File: src/rtl/cpwm_pkg.sv
package cpwm_pkg;
  localparam int CNT_W    = 8;
  localparam int SEL_W    = 3;
  localparam int DATA_W   = 8;
  localparam int PDIV_W   = (1 << SEL_W) - 1;
  localparam int RAT_W    = PDIV_W + 1;
  localparam logic [DATA_W-1:0] DUTY_RST = 8'hC8;

  typedef struct packed {
    logic [SEL_W-1:0] sel;
    logic             pol;
    logic             en;
  } ctrl_t;

  localparam int CTRL_W = $bits(ctrl_t);

  // last prescaler phase before a tick: ratio 2^sel minus one
  function automatic logic [PDIV_W-1:0] last_phase(input logic [SEL_W-1:0] sel);
    logic [RAT_W-1:0] r;
    r = RAT_W'(1) << sel;
    r = r - RAT_W'(1);
    return r[PDIV_W-1:0];
  endfunction

  // output level from enable, polarity, count and compare value
  function automatic logic drive_level(input logic en, input logic pol,
                                       input logic [CNT_W-1:0] cnt,
                                       input logic [CNT_W-1:0] cmp);
    logic below;
    below = (cnt < cmp);
    if (!en) return !pol;
    return pol ? below : !below;
  endfunction
endpackage

File: src/rtl/cpwm_regs.sv
module cpwm_regs
  import cpwm_pkg::*;
(
  input  logic              clk,
  input  logic              rst_n,
  input  logic              wr,
  input  logic              addr,
  input  logic [DATA_W-1:0] wdata,
  output logic [DATA_W-1:0] rdata,
  output ctrl_t             ctrl,
  output logic [DATA_W-1:0] duty
);
  always_ff @(posedge clk) begin
    if (!rst_n) begin
      ctrl <= '0;
      duty <= DUTY_RST;
    end else if (wr) begin
      if (addr) duty <= wdata;
      else      ctrl <= ctrl_t'(wdata[CTRL_W-1:0]);
    end
  end

  assign rdata = addr ? duty : DATA_W'(ctrl);
endmodule

File: src/rtl/cpwm_prescaler.sv
module cpwm_prescaler
  import cpwm_pkg::*;
(
  input  logic             clk,
  input  logic             rst_n,
  input  logic             en,
  input  logic [SEL_W-1:0] sel,
  output logic             tick
);
  logic [PDIV_W-1:0] phase_q;

  assign tick = en && (phase_q >= last_phase(sel));

  always_ff @(posedge clk) begin
    if (!rst_n || !en) phase_q <= '0;
    else if (tick)     phase_q <= '0;
    else               phase_q <= phase_q + PDIV_W'(1);
  end
endmodule

File: src/rtl/cpwm_counter.sv
module cpwm_counter
  import cpwm_pkg::*;
(
  input  logic             clk,
  input  logic             rst_n,
  input  logic             en,
  input  logic             tick,
  input  logic [CNT_W-1:0] duty,
  output logic [CNT_W-1:0] cnt,
  output logic [CNT_W-1:0] cmp,
  output logic             wrap
);
  localparam logic [CNT_W-1:0] CNT_LAST = '1;

  assign wrap = tick && (cnt == CNT_LAST);

  always_ff @(posedge clk) begin
    if (!rst_n) begin
      cnt <= '0;
      cmp <= DUTY_RST;
    end else if (!en) begin
      cnt <= '0;
      cmp <= duty;
    end else if (tick) begin
      cnt <= cnt + CNT_W'(1);
      if (wrap) cmp <= duty;
    end
  end
endmodule

File: src/rtl/contrast_pwm.sv
module contrast_pwm
  import cpwm_pkg::*;
(
  input  logic              clk,
  input  logic              rst_n,
  input  logic              reg_wr,
  input  logic              reg_addr,
  input  logic [DATA_W-1:0] reg_wdata,
  output logic [DATA_W-1:0] reg_rdata,
  output logic              pwm_out
);
  ctrl_t             ctrl_w;
  logic [DATA_W-1:0] duty_w;
  logic              en_w;
  logic              pol_w;
  logic              tick_w;
  logic              wrap_w;
  logic [CNT_W-1:0]  cnt_w;
  logic [CNT_W-1:0]  cmp_w;

  assign en_w  = ctrl_w.en;
  assign pol_w = ctrl_w.pol;

  cpwm_regs u_regs (
    .clk(clk), .rst_n(rst_n), .wr(reg_wr), .addr(reg_addr),
    .wdata(reg_wdata), .rdata(reg_rdata), .ctrl(ctrl_w), .duty(duty_w)
  );

  cpwm_prescaler u_pre (
    .clk(clk), .rst_n(rst_n), .en(en_w), .sel(ctrl_w.sel), .tick(tick_w)
  );

  cpwm_counter u_cnt (
    .clk(clk), .rst_n(rst_n), .en(en_w), .tick(tick_w), .duty(duty_w[CNT_W-1:0]),
    .cnt(cnt_w), .cmp(cmp_w), .wrap(wrap_w)
  );

  assign pwm_out = drive_level(en_w, pol_w, cnt_w, cmp_w);
endmodule

File: config.mk
export PLATFORM = sky130hd
export DESIGN_NAME = contrast_pwm
export DESIGN_NICKNAME = d
export VERILOG_FILES = /design/src/rtl/cpwm_pkg.sv /design/src/rtl/cpwm_regs.sv /design/src/rtl/cpwm_prescaler.sv /design/src/rtl/cpwm_counter.sv /design/src/rtl/contrast_pwm.sv
export SDC_FILE = /design/constraint.sdc
export NUM_CORES = 1
export LEC_CHECK = 0
export ABC_AREA = 0
export ABC_CLOCK_PERIOD_IN_PS = 4700
export BUFFER_PORTS_ARGS = -buffer_cell sky130_fd_sc_hd__clkbuf_2
export CORE_MARGIN = 2
export CORE_UTILIZATION = 45
export DETAILED_ROUTE_END_ITERATION = 10
export PLACE_DENSITY = 0.64
export SETUP_SLACK_MARGIN = 0.05
export SKIP_LAST_GASP = 1
export SLEW_MARGIN = 40
export SYNTH_ARGS = -nofsm -noshare
export SYNTH_HDL_FRONTEND = slang
export SYNTH_SLANG_ARGS = --single-unit
File: constraint.sdc
create_clock -name clk -period 4.7 [get_ports clk]
set_input_delay 0.47 -clock clk [delete_from_list [all_inputs] [get_ports clk]]
set_output_delay 0.47 -clock clk [all_outputs]
set_load 0.005 [all_outputs]
# Word-level counts from Yosys, hierarchy flattened
# Index checks and enable logic that the tools add are counted.
# W data, S select, Z words.
# totals
ff_bits	36
in_bits	12
out_inout_bits	9
word_cells	35
# classes
n_addsub	3
magnitude_cmp	2
n_eq_ne	3
shifts	1
mux	6
bitwise	1
n_reduce_logical	12
# op_table
cell	n
$mux W8	4
$add A8 B1 Y8 const B	1
$eq A8 B8 Y1 const B	1
$lt A8 B8 Y1	1
$reduce_and A2 Y1	4
$add A7 B1 Y7 const B	1
$ge A7 B7 Y1	1
$shl A1 B3 Y7 const A	1
$sub A7 B1 Y7 const B	1
$logic_not A1 Y1	4
$ne A2 B1 Y1 const B	2
$logic_and A1 B1 Y1	2
$mux W1	2
$reduce_or A2 Y1	1
$logic_or A1 B1 Y1	1
$not A1 Y1	1

# Depth between registers and ports, before layout
# logic_depth
depth_word	8
mapped_depth	8
depth_no_buf	7

# By module
# From an unflattened synthesis, not the netlist that was laid out.
# hier_totals
cells_unflattened	214
area_unflattened_um2	1969.4
# modules_own_cells
mod	n_inst	cells_each	area_each_um2
cpwm_counter	1	74	689.4
cpwm_regs	1	63	601.8
cpwm_prescaler	1	52	483.0
contrast_pwm	1	25	195.2

# Worst setup path after synthesis
# Ideal clock, no wire load.
# synth_path
path_type	reg2reg
start	register u_regs.ctrl[4] in the netlist's numbering
end	register u_cnt.cnt[7]
setup_time_ns	0.071
arrival_ns	1.858
required_ns	4.629
path_slack_ns	2.771
path_stages_with_launch	8
path_buffers	0
synth_period_minus_slack_ns	1.929
cell_sequence	dfxtp_1 -> or3_1 -> ha_1 -> nor2b_1 -> o21ai_1 -> a21oi_2 -> or4_1 -> a21oi_1
# synth_between
elab_chain_cells	4
# synth_rtl
element	line	rtl
from (decl)	cpwm_regs.sv:10	output ctrl_t ctrl,
from (signal assigned)	cpwm_regs.sv:19	else ctrl <= ctrl_t'(wdata[CTRL_W-1:0]);
$shl A1 B3 Y7	cpwm_pkg.sv:20	r = RAT_W'(1) << sel;
$sub A7 B1 Y7	cpwm_pkg.sv:21	r = r - RAT_W'(1);
$ge A7 B7 Y1	cpwm_prescaler.sv:12	assign tick = en && (phase_q >= last_phase(sel));
$logic_and A1 B1 Y1	cpwm_prescaler.sv:12	
to (signal assigned)	cpwm_counter.sv:25	cnt <= cnt + CNT_W'(1);
to (decl)	cpwm_counter.sv:9	output logic [CNT_W-1:0] cnt,
# No other way between the ends.
# A chain may end at the register's enable or synchronous reset.

# Worst setup path in the final report
# layout_path
start	register u_regs.ctrl[4] in the netlist's numbering
end	register u_cnt.cmp[6]
# layout_between
elab_chain_cells	7
word_cells_on_any_way	8
cone_classes	add/sub: 1; order compare: 1; eq/ne: 2; shift: 1; reduce/logical: 3
# layout_rtl
element	line	rtl
$shl A1 B3 Y7 (*)	cpwm_pkg.sv:20	
$sub A7 B1 Y7 (*)	cpwm_pkg.sv:21	
$ge A7 B7 Y1 (*)	cpwm_prescaler.sv:12	
$logic_and A1 B1 Y1 (*)	cpwm_prescaler.sv:12	
$logic_and A1 B1 Y1	cpwm_counter.sv:15	assign wrap = tick && (cnt == CNT_LAST);
$ne A2 B1 Y1 (no line)	n/a	
$reduce_and A2 Y1 (no line) (*)	n/a	
to (signal assigned)	cpwm_counter.sv:23	cmp <= duty;
to (signal assigned)	cpwm_counter.sv:26	if (wrap) cmp <= duty;
to (decl)	cpwm_counter.sv:10	output logic [CNT_W-1:0] cmp,
# Every way passes the cells marked *; elsewhere a longest branch is shown, timed or not.

==> metrics <==
run status complete, no violations; DRT antenna net count 0; number of hold buffers added after CTS 0; number of distinct library cells after synthesis 32; leading cell type in the layout, fill and taps excluded nand2_1; FFs w/ async S/R, synth 0; average routed wire per standard cell 12.0 um; clock latency on the worst-skew pair ~0.29 ns; number of flops mapped to enable cells by yosys 0; Crit Reg-Reg Endpoint u_cnt.cmp[6]; final total negative setup slack 0 ns; die footprint 4780 sq um; area share of the leading cell type in the synthesized netlist 0.377; hold-critical path depth 3; required time at the worst-slack endpoint 4.91 ns; launching instance or port of the critical path u_regs.ctrl[4]; number of antenna cells inserted 0; origin of the critical flop-to-flop path u_regs.ctrl[4]; timing endpoint of the critical path u_cnt.cmp[6]; Tmin final 2.62 ns; nature of the critical path endpoint flop; area of the core 4030 sq um; netlist area before placement around 1900 sq um; Max Cap Violations 0; largest area contributor in the netlist dfxtp_1; Crit Path Class reg2reg; predominant post-synthesis flop cell dfxtp_1; overall via count from detail_route 1494; Max Clock Freq 382 MHz; ranking of synthesized cells by area dfxtp_1 (38%), ha_1 (10%), nand2_1 (7.5%); number of gates resized after CTS 0; worst-margin pin slew between 0.6 and 0.7 ns; final WL approximately 3500 um; R2R setup slack 2.08 ns; maximum number of pins on one net before global-route repair 32; final layout net count ~270; highest fanout seen on the critical path 16; Post-CTS Setup Repair Bufs 0; overall global routing resource usage 0.163; effective utilization at floorplan 0.474; drt pass-1 iters 4; share of cells above drive strength 1 0.131; R2R cell count 7; Worst EP arrival 2.84 ns; synthesized net count 253; boundary pin count 21; clock tree from TritonCTS done; Power per Cell Area 280 nW/um^2; worst slew slack as a fraction of its limit 0.575; average vias per placed instance 5.08; number of buffers inserted during clock tree synthesis 5; maximum count of clock buffers along a single path 2; final count of negative-setup-slack endpoints 0; master cell of the clock root buffer clkbuf_8; total number of H-tree levels 2; most frequent cells in the layout nand2_1 (38), dfxtp_1 (36), clkbuf_2 (20); average footprint of a synthesized cell ~8.5 sq um; FF+latch count, synth 36; number of rows created at floorplan 23; Pins Over Slew Limit 0; horizontal extent of the die between 60 and 70 um; sum of net half-perimeters after detailed placement 2590 um; number of instances in the synthesized netlist 225; pre-CTS setup slack 2.10 ns; wire length of the first global-routing pass 6310 um; P&R area growth vs syn 10.6%; gr ovfl total 0; buffers added on ports 20; register area share after synthesis 0.377; critical path startpoint category flop; Worst Hold Class in2reg; post-route worst setup slack about 2.1 ns; clock-pin slew reported for the worst setup and hold paths after clock tree synthesis 0.07 ns; setup repair after global routing missed its margin no; Fin Clk Skew 0.00499 ns; Peak supply drop 0.000191 V; final estimated routing congestion in global placement approximately 0.74; drc violations 0; Die H 69.1 um; count of warnings emitted by yosys 0; period utilisation layout 0.558; vias in the first global route about 1400; number of antenna violations at the first check in global routing 0; TritonCTS sink count 36; final hold viol count 0; leakage dissipation ~0.85 nW; fill cell count 406; violation count after the first detailed-route iteration 62
[cell families (layout without fill, tap and decap cells)]
| family | after synthesis | count (layout) | share of synthesized area |
|---|---|---|---|
| xor+xnor | 6 | 6 | 0.0275 |
| simple gates | 96 | 96 | 0.246 |
| fa+ha+maj | 16 | 16 | 0.105 |
| compound gates | 33 | 33 | 0.103 |
| mux | 18 | 18 | 0.0970 |
| buf+inv | 20 | 39 | 0.0439 |
| flops | 36 | 36 | 0.377 |
[cell usage after synthesis, drive strengths merged, types with 2 or more instances]
cell and instances:
nand2 38, dfxtp 36, ha 16, a21oi 14, mux2i 14, nor2 14
nor2b 13, inv 12, nand3 10, o21ai 9, clkbuf 6, a21boi 5
and2 5, or3 5, mux2 4, nand4 4, xnor2 3, xor2 3
and3 2, buf 2, o31ai 2, or4 2
[metal layers]
metal / track usage / vias up / part of all wire
met2: 0.243 / 22 / 0.42
met5: 0 / - / 0
met4: 0.0588 / 0 / 0.013
met1: 0.222 / 663 / 0.53
met3: 0.0512 / 5 / 0.038
li1: - / 804 / -
[worst min-delay path by stage]
stage,from,endpoint,slack (ns)
after global routing,reg_wdata[6],u_regs.duty[6],0.40
after detailed placement,u_cnt.cmp[1],u_cnt.cmp[1],0.45
final,reg_wdata[6],u_regs.duty[6],0.40
after floorplan,u_pre.phase_q[0],u_pre.phase_q[0],0.43
after global placement,u_pre.phase_q[0],u_pre.phase_q[0],0.44
after CTS,reg_wdata[6],u_regs.duty[6],0.39
[state kept, by name (all words and copies together) (netlist names)]
register	flops
u_cnt.cmp	8
u_regs.duty	8
u_cnt.cnt	8
u_regs.ctrl	5
u_pre.phase_q	7
[final cells by class]
| cell class | count | area, sq um | share of cell area |
|---|---|---|---|
| inverter | 12 | 45.0 | 0.0213 |
| tap | 50 | 62.6 | 0.0296 |
| sequential | 36 | 721 | 0.341 |
| timing repair buffer | 20 | 100 | 0.0474 |
| clock inverter | 1 | 5.00 | 0.00237 |
| clock buffer | 6 | 72.6 | 0.0344 |
| multi-input combinational | 169 | 1100 | 0.523 |
[through the flow]
step	std cells	util	hold slack, ns	area, sq um	total power, mW
finish	294	0.524	0.397	2110	0.592
CTS	294	0.524	0.390	2110	0.601
global placement	287	0.505	0.443	2030	0.391
floorplan	225	-	0.426	1910	0.373
detailed placement	287	0.505	0.451	2030	0.391
global route	294	0.524	0.396	2110	0.622
[worst max-delay path: stages (launching register included)]
cell     delay (ns)
dfxtp_1        0.35
or3_1          0.38
ha_1           0.28
nor2b_1        0.12
o21ai_1        0.10
a21oi_2        0.54
o31a_1         0.54
mux2i_1        0.25
[power breakdown]
group	leakage, nW	internal (mW)	switching (mW)	total [mW]
sequential	0.293	0.314	0.00781	0.322
combinational	0.518	0.0278	0.0347	0.0625
clock	0.0410	0.101	0.107	0.208
Note: power is estimated with default switching activity, not from simulation.
